**src/rtl/uls_pkg.sv**
```systemverilog
// Package: shared types for the UART line status unit.
// Assumes an eight-bit character; the tags travel with each stored character.
package uls_pkg;
    localparam int ULS_DW = 8;

    typedef struct packed {
        logic [ULS_DW-1:0] data;
        logic              perr;
        logic              ferr;
        logic              brk;
    } rx_ent_t;

    // True when the entry carries any error tag.
    function automatic logic ent_tagged(input rx_ent_t e);
        return e.perr | e.ferr | e.brk;
    endfunction
endpackage

```
**src/rtl/uls_rx_fifo.sv**
```systemverilog
// Receive queue: a circular buffer of tagged characters plus a count of the
// entries that carry a tag. Capacity is DEPTH, or one entry when cap_one is set.
// Assumes a flush is only requested when the capacity changes.
module uls_rx_fifo
    import uls_pkg::*;
#(
    parameter int DEPTH = 32
) (
    input  logic    clk,
    input  logic    rst_n,
    input  logic    flush,
    input  logic    cap_one,
    input  logic    push_req,
    input  rx_ent_t push_ent,
    input  logic    pop_req,
    output rx_ent_t head_ent,
    output logic    not_empty,
    output logic    push_ok,
    output logic    pop_fire,
    output logic    err_any
);
    localparam int AW = (DEPTH > 1) ? $clog2(DEPTH) : 1;
    localparam int CW = $clog2(DEPTH + 1);
    localparam logic [CW-1:0] FULL_N = CW'(DEPTH);
    localparam logic [CW-1:0] ONE_N  = CW'(1);

    rx_ent_t         mem [DEPTH];
    logic [AW-1:0]   wr_ptr, rd_ptr;
    logic [CW-1:0]   cnt, err_cnt, cap;
    logic            tag_in, tag_out;

    function automatic logic [AW-1:0] ptr_next(input logic [AW-1:0] p);
        return (p == AW'(DEPTH - 1)) ? '0 : p + 1'b1;
    endfunction

    assign cap       = cap_one ? ONE_N : FULL_N;
    assign not_empty = (cnt != '0);
    assign pop_fire  = pop_req && not_empty && !flush;
    assign push_ok   = push_req && !flush && ((cnt < cap) || pop_fire);
    assign head_ent  = mem[rd_ptr];
    assign err_any   = (err_cnt != '0);
    assign tag_in    = push_ok && ent_tagged(push_ent);
    assign tag_out   = pop_fire && ent_tagged(head_ent);

    // Store an accepted character at the write pointer.
    always_ff @(posedge clk) begin
        if (push_ok) mem[wr_ptr] <= push_ent;
    end

    // Advance the pointers and the occupancy count.
    always_ff @(posedge clk) begin
        if (!rst_n || flush) begin
            wr_ptr <= '0;
            rd_ptr <= '0;
            cnt    <= '0;
        end else begin
            if (push_ok)  wr_ptr <= ptr_next(wr_ptr);
            if (pop_fire) rd_ptr <= ptr_next(rd_ptr);
            cnt <= cnt + CW'(push_ok) - CW'(pop_fire);
        end
    end

    // Count the stored entries that carry a tag; both events may land together.
    always_ff @(posedge clk) begin
        if (!rst_n || flush) err_cnt <= '0;
        else                 err_cnt <= err_cnt + CW'(tag_in) - CW'(tag_out);
    end


    no_overflow_chk: assert property (@(posedge clk) disable iff (!rst_n)
        cnt <= FULL_N);


    err_bound_chk: assert property (@(posedge clk) disable iff (!rst_n)
        err_cnt <= cnt);


    push_grow_chk: assert property (@(posedge clk) disable iff (!rst_n)
        (push_ok && !pop_fire) |=> (cnt == CW'($past(cnt) + 1'b1)));
endmodule

```
**src/rtl/uls_rx_ctrl.sv**
```systemverilog
// Receive control: it collapses runs of break strobes, keeps the sticky overrun
// flag and the break mask set by a status read. Assumes push_ok and
// pop_fire come from the receive queue in the same cycle.
module uls_rx_ctrl (
    input  logic clk,
    input  logic rst_n,
    input  logic flush,
    input  logic fifo_en,
    input  logic rx_valid,
    input  logic rx_brk,
    input  logic push_ok,
    input  logic pop_fire,
    input  logic rd_lsr,
    input  logic head_brk,
    input  logic not_empty,
    output logic push_req,
    output logic overrun,
    output logic brk_ack
);
    logic brk_active;
    logic run_brk;

    assign run_brk  = rx_valid && rx_brk && fifo_en && !flush;
    assign push_req = rx_valid && !(fifo_en && rx_brk && brk_active);

    // Remember that a break run is in progress until a normal character arrives.
    always_ff @(posedge clk) begin
        if (!rst_n || flush) brk_active <= 1'b0;
        else if (rx_valid)   brk_active <= rx_brk && fifo_en;
    end

    // Sticky overrun: a refused push sets it, a status read clears it.
    always_ff @(posedge clk) begin
        if (!rst_n)                                 overrun <= 1'b0;
        else if (push_req && !push_ok && !flush)    overrun <= 1'b1;
        else if (rd_lsr)                            overrun <= 1'b0;
    end

    // Mask the head break tag once software has seen it in the status byte.
    always_ff @(posedge clk) begin
        if (!rst_n || flush || pop_fire)                 brk_ack <= 1'b0;
        else if (rd_lsr && not_empty && head_brk)        brk_ack <= 1'b1;
    end


    brk_collapse_chk: assert property (@(posedge clk) disable iff (!rst_n)
        run_brk ##1 run_brk |-> !push_req);


    overrun_set_chk: assert property (@(posedge clk) disable iff (!rst_n)
        (push_req && !push_ok && !flush) |=> overrun);


    ack_clear_chk: assert property (@(posedge clk) disable iff (!rst_n)
        pop_fire |=> !brk_ack);
endmodule

```
**src/rtl/uls_tx_track.sv**
```systemverilog
// Transmit tracking: it counts the characters waiting for the shift register and
// derives the holding-empty, transmitter-empty and interrupt outputs.
// Assumes a flush is only requested when the capacity changes.
module uls_tx_track #(
    parameter int DEPTH = 32
) (
    input  logic clk,
    input  logic rst_n,
    input  logic flush,
    input  logic cap_one,
    input  logic wr_req,
    input  logic load_req,
    input  logic tsr_empty,
    input  logic irq_en,
    output logic thre,
    output logic temt,
    output logic irq
);
    localparam int CW = $clog2(DEPTH + 1);
    localparam logic [CW-1:0] FULL_N = CW'(DEPTH);
    localparam logic [CW-1:0] ONE_N  = CW'(1);

    logic [CW-1:0] cnt, cap;
    logic          ld_fire, wr_ok;

    assign cap     = cap_one ? ONE_N : FULL_N;
    assign ld_fire = load_req && (cnt != '0) && !flush;
    assign wr_ok   = wr_req && !flush && ((cnt < cap) || ld_fire);
    assign thre    = (cnt == '0);
    assign temt    = thre && tsr_empty;
    assign irq     = thre && irq_en;

    // Track how many characters wait for the shift register.
    always_ff @(posedge clk) begin
        if (!rst_n || flush) cnt <= '0;
        else                 cnt <= cnt + CW'(wr_ok) - CW'(ld_fire);
    end


    thre_clear_chk: assert property (@(posedge clk) disable iff (!rst_n)
        (wr_req && !flush) |=> !thre);


    tx_bound_chk: assert property (@(posedge clk) disable iff (!rst_n)
        cnt <= FULL_N);
endmodule

```
**src/rtl/uart_lsr_core.sv**
```systemverilog
// Top of the line status unit: it detects mode changes, wires the receive queue,
// receive control and transmit tracker together and assembles the status byte.
// Assumes single-cycle strobes from the CPU side and from the shifters.
module uart_lsr_core
    import uls_pkg::*;
#(
    parameter int RX_DEPTH = 32,
    parameter int TX_DEPTH = 32
) (
    input  logic              clk,
    input  logic              rst_n,
    input  logic              fifo_en,
    input  logic              rx_valid,
    input  logic [ULS_DW-1:0] rx_data,
    input  logic              rx_perr,
    input  logic              rx_ferr,
    input  logic              rx_brk,
    input  logic              rd_data,
    input  logic              rd_lsr,
    input  logic              wr_thr,
    input  logic              tsr_load,
    input  logic              tsr_empty,
    input  logic              thr_ie,
    output logic [7:0]        lsr,
    output logic [ULS_DW-1:0] rx_head,
    output logic              tx_irq
);
    logic    mode_q, flush;
    rx_ent_t push_ent, head_ent;
    logic    not_empty, push_ok, pop_fire, err_any;
    logic    push_req, overrun, brk_ack;
    logic    thre, temt;

    assign flush    = (mode_q != fifo_en);
    assign push_ent = '{data: rx_data, perr: rx_perr, ferr: rx_ferr, brk: rx_brk};

    // Remember the previous mode so that a change can flush both queues.
    always_ff @(posedge clk) begin
        if (!rst_n) mode_q <= 1'b0;
        else        mode_q <= fifo_en;
    end

    uls_rx_fifo #(.DEPTH(RX_DEPTH)) u_rx_fifo (
        .clk      (clk),
        .rst_n    (rst_n),
        .flush    (flush),
        .cap_one  (!fifo_en),
        .push_req (push_req),
        .push_ent (push_ent),
        .pop_req  (rd_data),
        .head_ent (head_ent),
        .not_empty(not_empty),
        .push_ok  (push_ok),
        .pop_fire (pop_fire),
        .err_any  (err_any)
    );

    uls_rx_ctrl u_rx_ctrl (
        .clk      (clk),
        .rst_n    (rst_n),
        .flush    (flush),
        .fifo_en  (fifo_en),
        .rx_valid (rx_valid),
        .rx_brk   (rx_brk),
        .push_ok  (push_ok),
        .pop_fire (pop_fire),
        .rd_lsr   (rd_lsr),
        .head_brk (head_ent.brk),
        .not_empty(not_empty),
        .push_req (push_req),
        .overrun  (overrun),
        .brk_ack  (brk_ack)
    );

    uls_tx_track #(.DEPTH(TX_DEPTH)) u_tx_track (
        .clk      (clk),
        .rst_n    (rst_n),
        .flush    (flush),
        .cap_one  (!fifo_en),
        .wr_req   (wr_thr),
        .load_req (tsr_load),
        .tsr_empty(tsr_empty),
        .irq_en   (thr_ie),
        .thre     (thre),
        .temt     (temt),
        .irq      (tx_irq)
    );

    assign rx_head = head_ent.data;
    assign lsr = {err_any,
                  temt,
                  thre,
                  head_ent.brk  & not_empty & !brk_ack,
                  head_ent.ferr & not_empty,
                  head_ent.perr & not_empty,
                  overrun,
                  not_empty};


    err_summary_chk: assert property (@(posedge clk) disable iff (!rst_n)
        !lsr[7] |-> !(lsr[2] | lsr[3] | lsr[4]));
endmodule

```
**config.mk**
```make
export PLATFORM = sky130hd
export DESIGN_NAME = uart_lsr_core
export DESIGN_NICKNAME = d
export VERILOG_FILES = /design/src/rtl/uls_pkg.sv /design/src/rtl/uls_rx_fifo.sv /design/src/rtl/uls_rx_ctrl.sv /design/src/rtl/uls_tx_track.sv /design/src/rtl/uart_lsr_core.sv
export SDC_FILE = /design/constraint.sdc
export NUM_CORES = 1
export LEC_CHECK = 0
export BUFFER_PORTS_ARGS = -buffer_cell sky130_fd_sc_hd__buf_2
export CAP_MARGIN = 10
export CORE_ASPECT_RATIO = 1.1
export CORE_MARGIN = 2
export CORE_UTILIZATION = 54
export DETAILED_ROUTE_END_ITERATION = 7
export GPL_TIMING_DRIVEN = 0
export HOLD_SLACK_MARGIN = 0.05
export PLACE_DENSITY = 0.67
export SLEW_MARGIN = 25
export SYNTH_ARGS = -nofsm -noshare
export SYNTH_HDL_FRONTEND = slang
export SYNTH_HIERARCHICAL = 1
export SYNTH_SLANG_ARGS = --single-unit
```
**constraint.sdc**
```tcl
create_clock -name clk -period 8.8 [get_ports clk]
set_input_delay 1.32 -clock clk [delete_from_list [all_inputs] [get_ports clk]]
set_output_delay 1.32 -clock clk [all_outputs]
set_load 0.03 [all_outputs]
```
[After elaboration in Yosys (flattened, before gate mapping)]
Memory sizes are Yosys's and may differ from the RTL's. A register that Yosys moved wholly into a read port is not among the register bits.
Cells that the tools add are included.
W data, S select, Z words.
Cells by class
  add/sub/neg operators: 8
  equality and inequality tests: 3
  muxes and demuxes: 9
  $lt $le $gt $ge: 2
  reductions and logical operators: 33
  bitwise operators: 8
Operator list (number)
  $mux W5: 4
  $logic_and A1 B1 Y1: 19
  $add A6 B1 Y6: 3
  $reduce_bool A6 Y1: 3
  $sub A6 B1 Y6: 3
  $lt A6 B6 Y1: 2
  $add A5 B1 Y5 const B: 2
  $eq A5 B5 Y1 const B: 2
  $logic_not A6 Y1: 1
  $mux W6: 1
  $logic_not A1 Y1: 5
  $and A1 B1 Y1: 4
  $logic_or A1 B1 Y1: 4
  $mux W1: 4
  $or A1 B1 Y1: 4
  $reduce_bool A2 Y1: 1
  $ne A1 B1 Y1: 1
Word-level totals
  memories kept: 1
  word-level logic and storage cells: 73
  output and inout port bits: 17
  bits in writable memories: 352
  bits in registers: 32
Memory list
  u_rx_fifo.mem: words 32, width 11, read ports 1, clocked after memory_dff 1, write ports 1, line uls_rx_fifo.sv:27  | rx_ent_t mem [DEPTH];

[Longest topological paths before layout]
  word-level depth: 10
  depth in mapped cells: 17
  mapped depth without buffers: 16

[By module]
Netlist, hierarchy kept.
By module, submodules not included
  uls_rx_fifo: area an instance 15074.5 um^2, sequential area each 11110.7 um^2, instances 1, cells each 728
  uls_tx_track: area an instance 509.2 um^2, sequential area each 120.1 um^2, instances 1, cells each 55
  uls_rx_ctrl: area an instance 141.4 um^2, sequential area each 60.1 um^2, instances 1, cells each 14
  uart_lsr_core: area an instance 98.8 um^2, sequential area each 20.0 um^2, instances 1, cells each 12

[Worst setup path after synthesis]
No wires, ideal clock.
  path type: in2reg
  start point: input fifo_en
  end point: register u_rx_fifo.err_cnt[4]
  setup time: 0.128 ns
  cell stages on the path: 15
  data arrival time: 3.587 ns
  setup slack: 5.085 ns
  cell sequence: inv_1 -> nor3b_1 -> o211ai_1 -> a21oi_1 -> o211a_1 -> o31ai_1 -> ha_1 -> inv_1 -> ha_1 -> fa_1 -> a21oi_1 -> nor2_1 -> nor2_1 -> xor2_1 -> nor2_1
On the way
  longest elaborated chain between the ends: 9
  elaborated cells between the ends (all ways): 17
  those cells by class: add/sub: 2; order compare: 1; eq/ne: 1; mux: 1; reduce/logical: 12
RTL lines
  start, declared: line uart_lsr_core.sv:12  | input logic fifo_en,
  parallel branches: the longest is 5 deep, another holds $lt A6 B6 Y1
  $logic_and A1 B1 Y1 *: line uls_rx_fifo.sv:39  | assign push_ok = push_req && !flush && ((cnt < cap) || pop_fire);
  net push_ok: line uart_lsr_core.sv:30  | logic not_empty, push_ok, pop_fire, err_any;
  $logic_and A1 B1 Y1 *: line uls_rx_fifo.sv:42  | assign tag_in = push_ok && ent_tagged(push_ent);
  $add A6 B1 Y6 *: line uls_rx_fifo.sv:66  | else err_cnt <= err_cnt + CW'(tag_in) - CW'(tag_out);
  $sub A6 B1 Y6 *: line uls_rx_fifo.sv:66
  end signal, assigned: line uls_rx_fifo.sv:66
  end, declared: line uls_rx_fifo.sv:29  | logic [CW-1:0] cnt, err_cnt, cap;
Mark *: on every way through the listed nets, which the timed path passes.
A chain may end at the register's enable or synchronous reset.

==> impl_metrics.csv <==
group,metric,value,unit
sta,final.period_utilization,57.8,%
die,rows,65,
cells_and_area,diodes,0,
power,clockPowerShare,36.1,%
sta,max_slew_margin,35.0,%
setup_path,crit_required,7480,ps
sta,period_minus_slack,5080,ps
setup_path,reg2reg_to,"u_rx_fifo/err_cnt[4]$_SDFF_PP0_",
detailed_routing,drtPass1Iterations,7,
power,p_sw_share,24.5,%
die,die_x,167,um
die,io_pins,38,
clock_tree,cts_tree,"done",
clock_tree,cts_resized,0,
sta,worstMarginPinSlew,974,ps
setup_path,path_cells,"buf_6 > buf_2 > clkbuf_1 > buf_2 > mux4_2 > mux4_2 > mux2_2 > buf_2",
sta,layout_setup_ws,3720,ps
setup_path,reg2reg_depth,16,
synthesis,syn_nets,867,
grt,gr-usage-all-layers,22.2,%
setup_path,endpoint_kind,"output pin",
detailed_routing,drt_iter0_markers,645,
power,peakVddDrop,369,uV
synthesis,syn_inst,809,
setup_path,slowest_delay,560,ps
cells_and_area,syn_to_final_growth,12.7,%
synthesis,synth_area,15800,um^2
placed_design,dp.final_hpwl,21700,um
cells_and_area,layout.nets,950,
grt,grt_max_degree,36,
clock_tree,htreeDepth,2,
sta,drv_slew,0,
placed_design,place_area,16600,um^2
power,p_sw,0.00108,W
synthesis,syn_avg_cell_area,19.6,um^2
sta,timing.fmax,0.197,GHz
die,initial_utilization,55.0,%
grt,antenna_found_initial,0,
setup_path,crit_type,"flop to output pin",
setup_path,crit_top_cell,"buf_2",
sta,setup_violations,0,
power,comb_power_share,16.7,%
clock_tree,cts_buffer_depth,3,
worst_hold_path,whs_path_depth,2,
sta,rsz0062_at_grt,"no",
clock_tree,cts_hold_buffers,0,
clock_tree,cts_sinks,389,
grt,grt_overflow,0,
die,die_y,184,um
setup_path,r2r_setup_slack,4430,ps
detailed_routing,route.detailed.drc,3,
grt,grt_pass1_wl,49800,um
grt,first_global_vias,8212,
cells_and_area,drive_gt1_share,29.3,%
detailed_routing,via_count,7776,
status,outcome,"finished with violations",
placed_design,dp.cells,1217,
power,p_int,0.00331,W
synthesis,synth-seq-area-share,71.5,%
cells_and_area,final_cells,1287,
setup_path,critPathSlowestCell,"clkbuf_1",
clock_tree,path_clk_slew,60,ps
synthesis,yosys_register_bits,389,
worst_hold_path,min_path_type,"flop to flop",
worst_hold_path,hp-start,"u_rx_ctrl/brk_active$_SDFFE_PP0P_",
clock_tree,postCtsSetupRepairBufs,0,
detailed_routing,vias_per_cell,6.04,
detailed_routing,routed_wl,32700,um
clock_tree,clock_latency,520,ps
sta,hold_violations,0,
power,p_leak,5.71,nW
detailed_routing,antenna_left,0,
power,pwr-share-seq,47.1,%
placed_design,pre_cts_ws,4210,ps
run,cap_viol_max_count,0,
synthesis,yosysWarnings,6,
placed_design,numPortBuffers,37,
power,p_per_area,246,nW/um^2
clock_tree,cts_root_buf,"clkbuf_16",
cells_and_area,mostFrequentLayoutCell,"edfxtp_1",
synthesis,synth_edf_count,352,
die,die_area,30700,um^2
synthesis,async_reset_ff_share,0,%
cells_and_area,layout_common_cells,"edfxtp_1 (352), mux4_2 (97), buf_2 (47)",
placed_design,gp_congestion,0.839,
synthesis,synth_ff_type,"edfxtp_1",
detailed_routing,wl_per_cell,25.4,um
worst_hold_path,holdPathEnd,"u_rx_ctrl/brk_active$_SDFFE_PP0P_",
synthesis,synth_cell_types,60,
clock_tree,cts_buffers,39,
status,violations,"design-rule violations",
setup_path,cp-start-kind,"flop",
setup_path,path_max_fanout,10,
sta,fin_setup_tns,0,ps
cells_and_area,fin_area,17800,um^2
die,coreArea,28800,um^2
sta,clock_skew,12.2,ps
setup_path,crit_arrival,3760,ps
[metal layers]
layer | global-route usage, % | vias up | wire length (um)
li1 | - | 3431 | -
met1 | 28.0 | 4053 | 12900
met2 | 39.9 | 227 | 17100
met3 | 3.75 | 65 | 1720
met4 | 6.64 | 0 | 934
met5 | 0 | - | 0
[sequential cells by signal, indices dropped and copies added, names as in the netlist, named ones only]
name / flops
u_rx_fifo/mem: 352
u_rx_fifo/cnt: 6
u_rx_fifo/err_cnt: 6
u_tx_track/cnt: 6
u_rx_fifo/rd_ptr: 5
u_rx_fifo/wr_ptr: 5
mode_q: 1
u_rx_ctrl/brk_ack: 1
u_rx_ctrl/brk_active: 1
u_rx_ctrl/overrun: 1
[Yosys cell counts (3+ instances only)]
cell type | number | area, um^2
mux2i_1 | 4 | 40.0
nand2b_1 | 5 | 31.3
nor3b_1 | 3 | 22.5
o31ai_1 | 3 | 22.5
mux2_2 | 11 | 124
o21bai_1 | 3 | 22.5
nor2b_1 | 4 | 25.0
buf_2 | 10 | 50.1
a31oi_1 | 3 | 18.8
and2_2 | 3 | 22.5
nand2_1 | 19 | 71.3
xnor2_1 | 8 | 70.1
and2_1 | 12 | 75.1
o211ai_1 | 3 | 22.5
nand3_1 | 9 | 45.0
mux4_2 | 97 | 2180
buf_4 | 5 | 37.5
nor3_1 | 3 | 15.0
a21o_1 | 3 | 22.5
mux4_1 | 9 | 236
inv_1 | 30 | 113
buf_1 | 9 | 33.8
edfxtp_1 | 352 | 10600
fa_1 | 3 | 60.1
dfxtp_1 | 37 | 741
xor2_1 | 4 | 35.0
nand3b_1 | 5 | 37.5
a21oi_1 | 16 | 80.1
o21ai_0 | 3 | 15.0
ha_1 | 34 | 425
clkbuf_1 | 7 | 26.3
nor2_1 | 56 | 210
[layout make-up]
type                       count  area, um^2
clock inverter                16         158
tap                          368         460
fill                        2018       10900
inverter                      31         116
sequential                   389       11300
buffer                        33         179
timing repair buffer          42         234
multi-input combinational    356        4310
clock buffer                  52        1080
[cells by family (layout without fill, tap and decap cells)]
group                      count (synthesis)  after routing  synth area share [%]
AOI/OAI and AO/OA                         47             47                  1.99
xor gates and xnor gates                  12             12                 0.664
adders and majority gates                 37             37                  3.07
buffers and inverters                     64            174                  1.87
DFF                                      389            389                  71.5
muxes                                    121            121                  16.3
and+or+nand+nor                          139            139                  4.59
[power groups by stage]
stage	sequential (W)	clock, W	combinational (W)
3_3_place_gp	0.00210	0	0.000705
4_1_cts	0.00207	0.00162	0.000736
2_1_floorplan	0.00210	0	0.000537
3_5_place_dp	0.00211	0	0.000732
5_1_grt	0.00207	0.00170	0.000804
6_report	0.00207	0.00159	0.000734
[critical path, delay by kind of cell (launching register included)]
family	cells	cell delay [ps]
buffers and inverters	5	1710
DFF	1	320
muxes	3	1200
[how the worst max path moves through the flow]
stage | from | end | cells after the start
6_report | flop | rx_head[4] | 8
5_1_grt | flop | rx_head[4] | 8
2_1_floorplan | fifo_en | u_rx_fifo/err_cnt[4]$_SDFF_PP0_ | 15
4_1_cts | flop | rx_head[4] | 8
3_3_place_gp | fifo_en | u_rx_fifo/mem[19][10]$_DFFE_PP_ | 8
3_5_place_dp | flop | rx_head[4] | 8
[stage by stage]
step | power [W] | utilization [%] | hold slack, ps
after floorplan | 0.00264 | - | 449
after global placement | 0.00281 | 57.2 | 459
after detailed placement | 0.00284 | 57.6 | 484
after CTS | 0.00442 | 61.9 | 494
after global routing | 0.00457 | 62.0 | 529
final | 0.00439 | 62.0 | 507
Note: power is estimated with default switching activity, not from simulation.
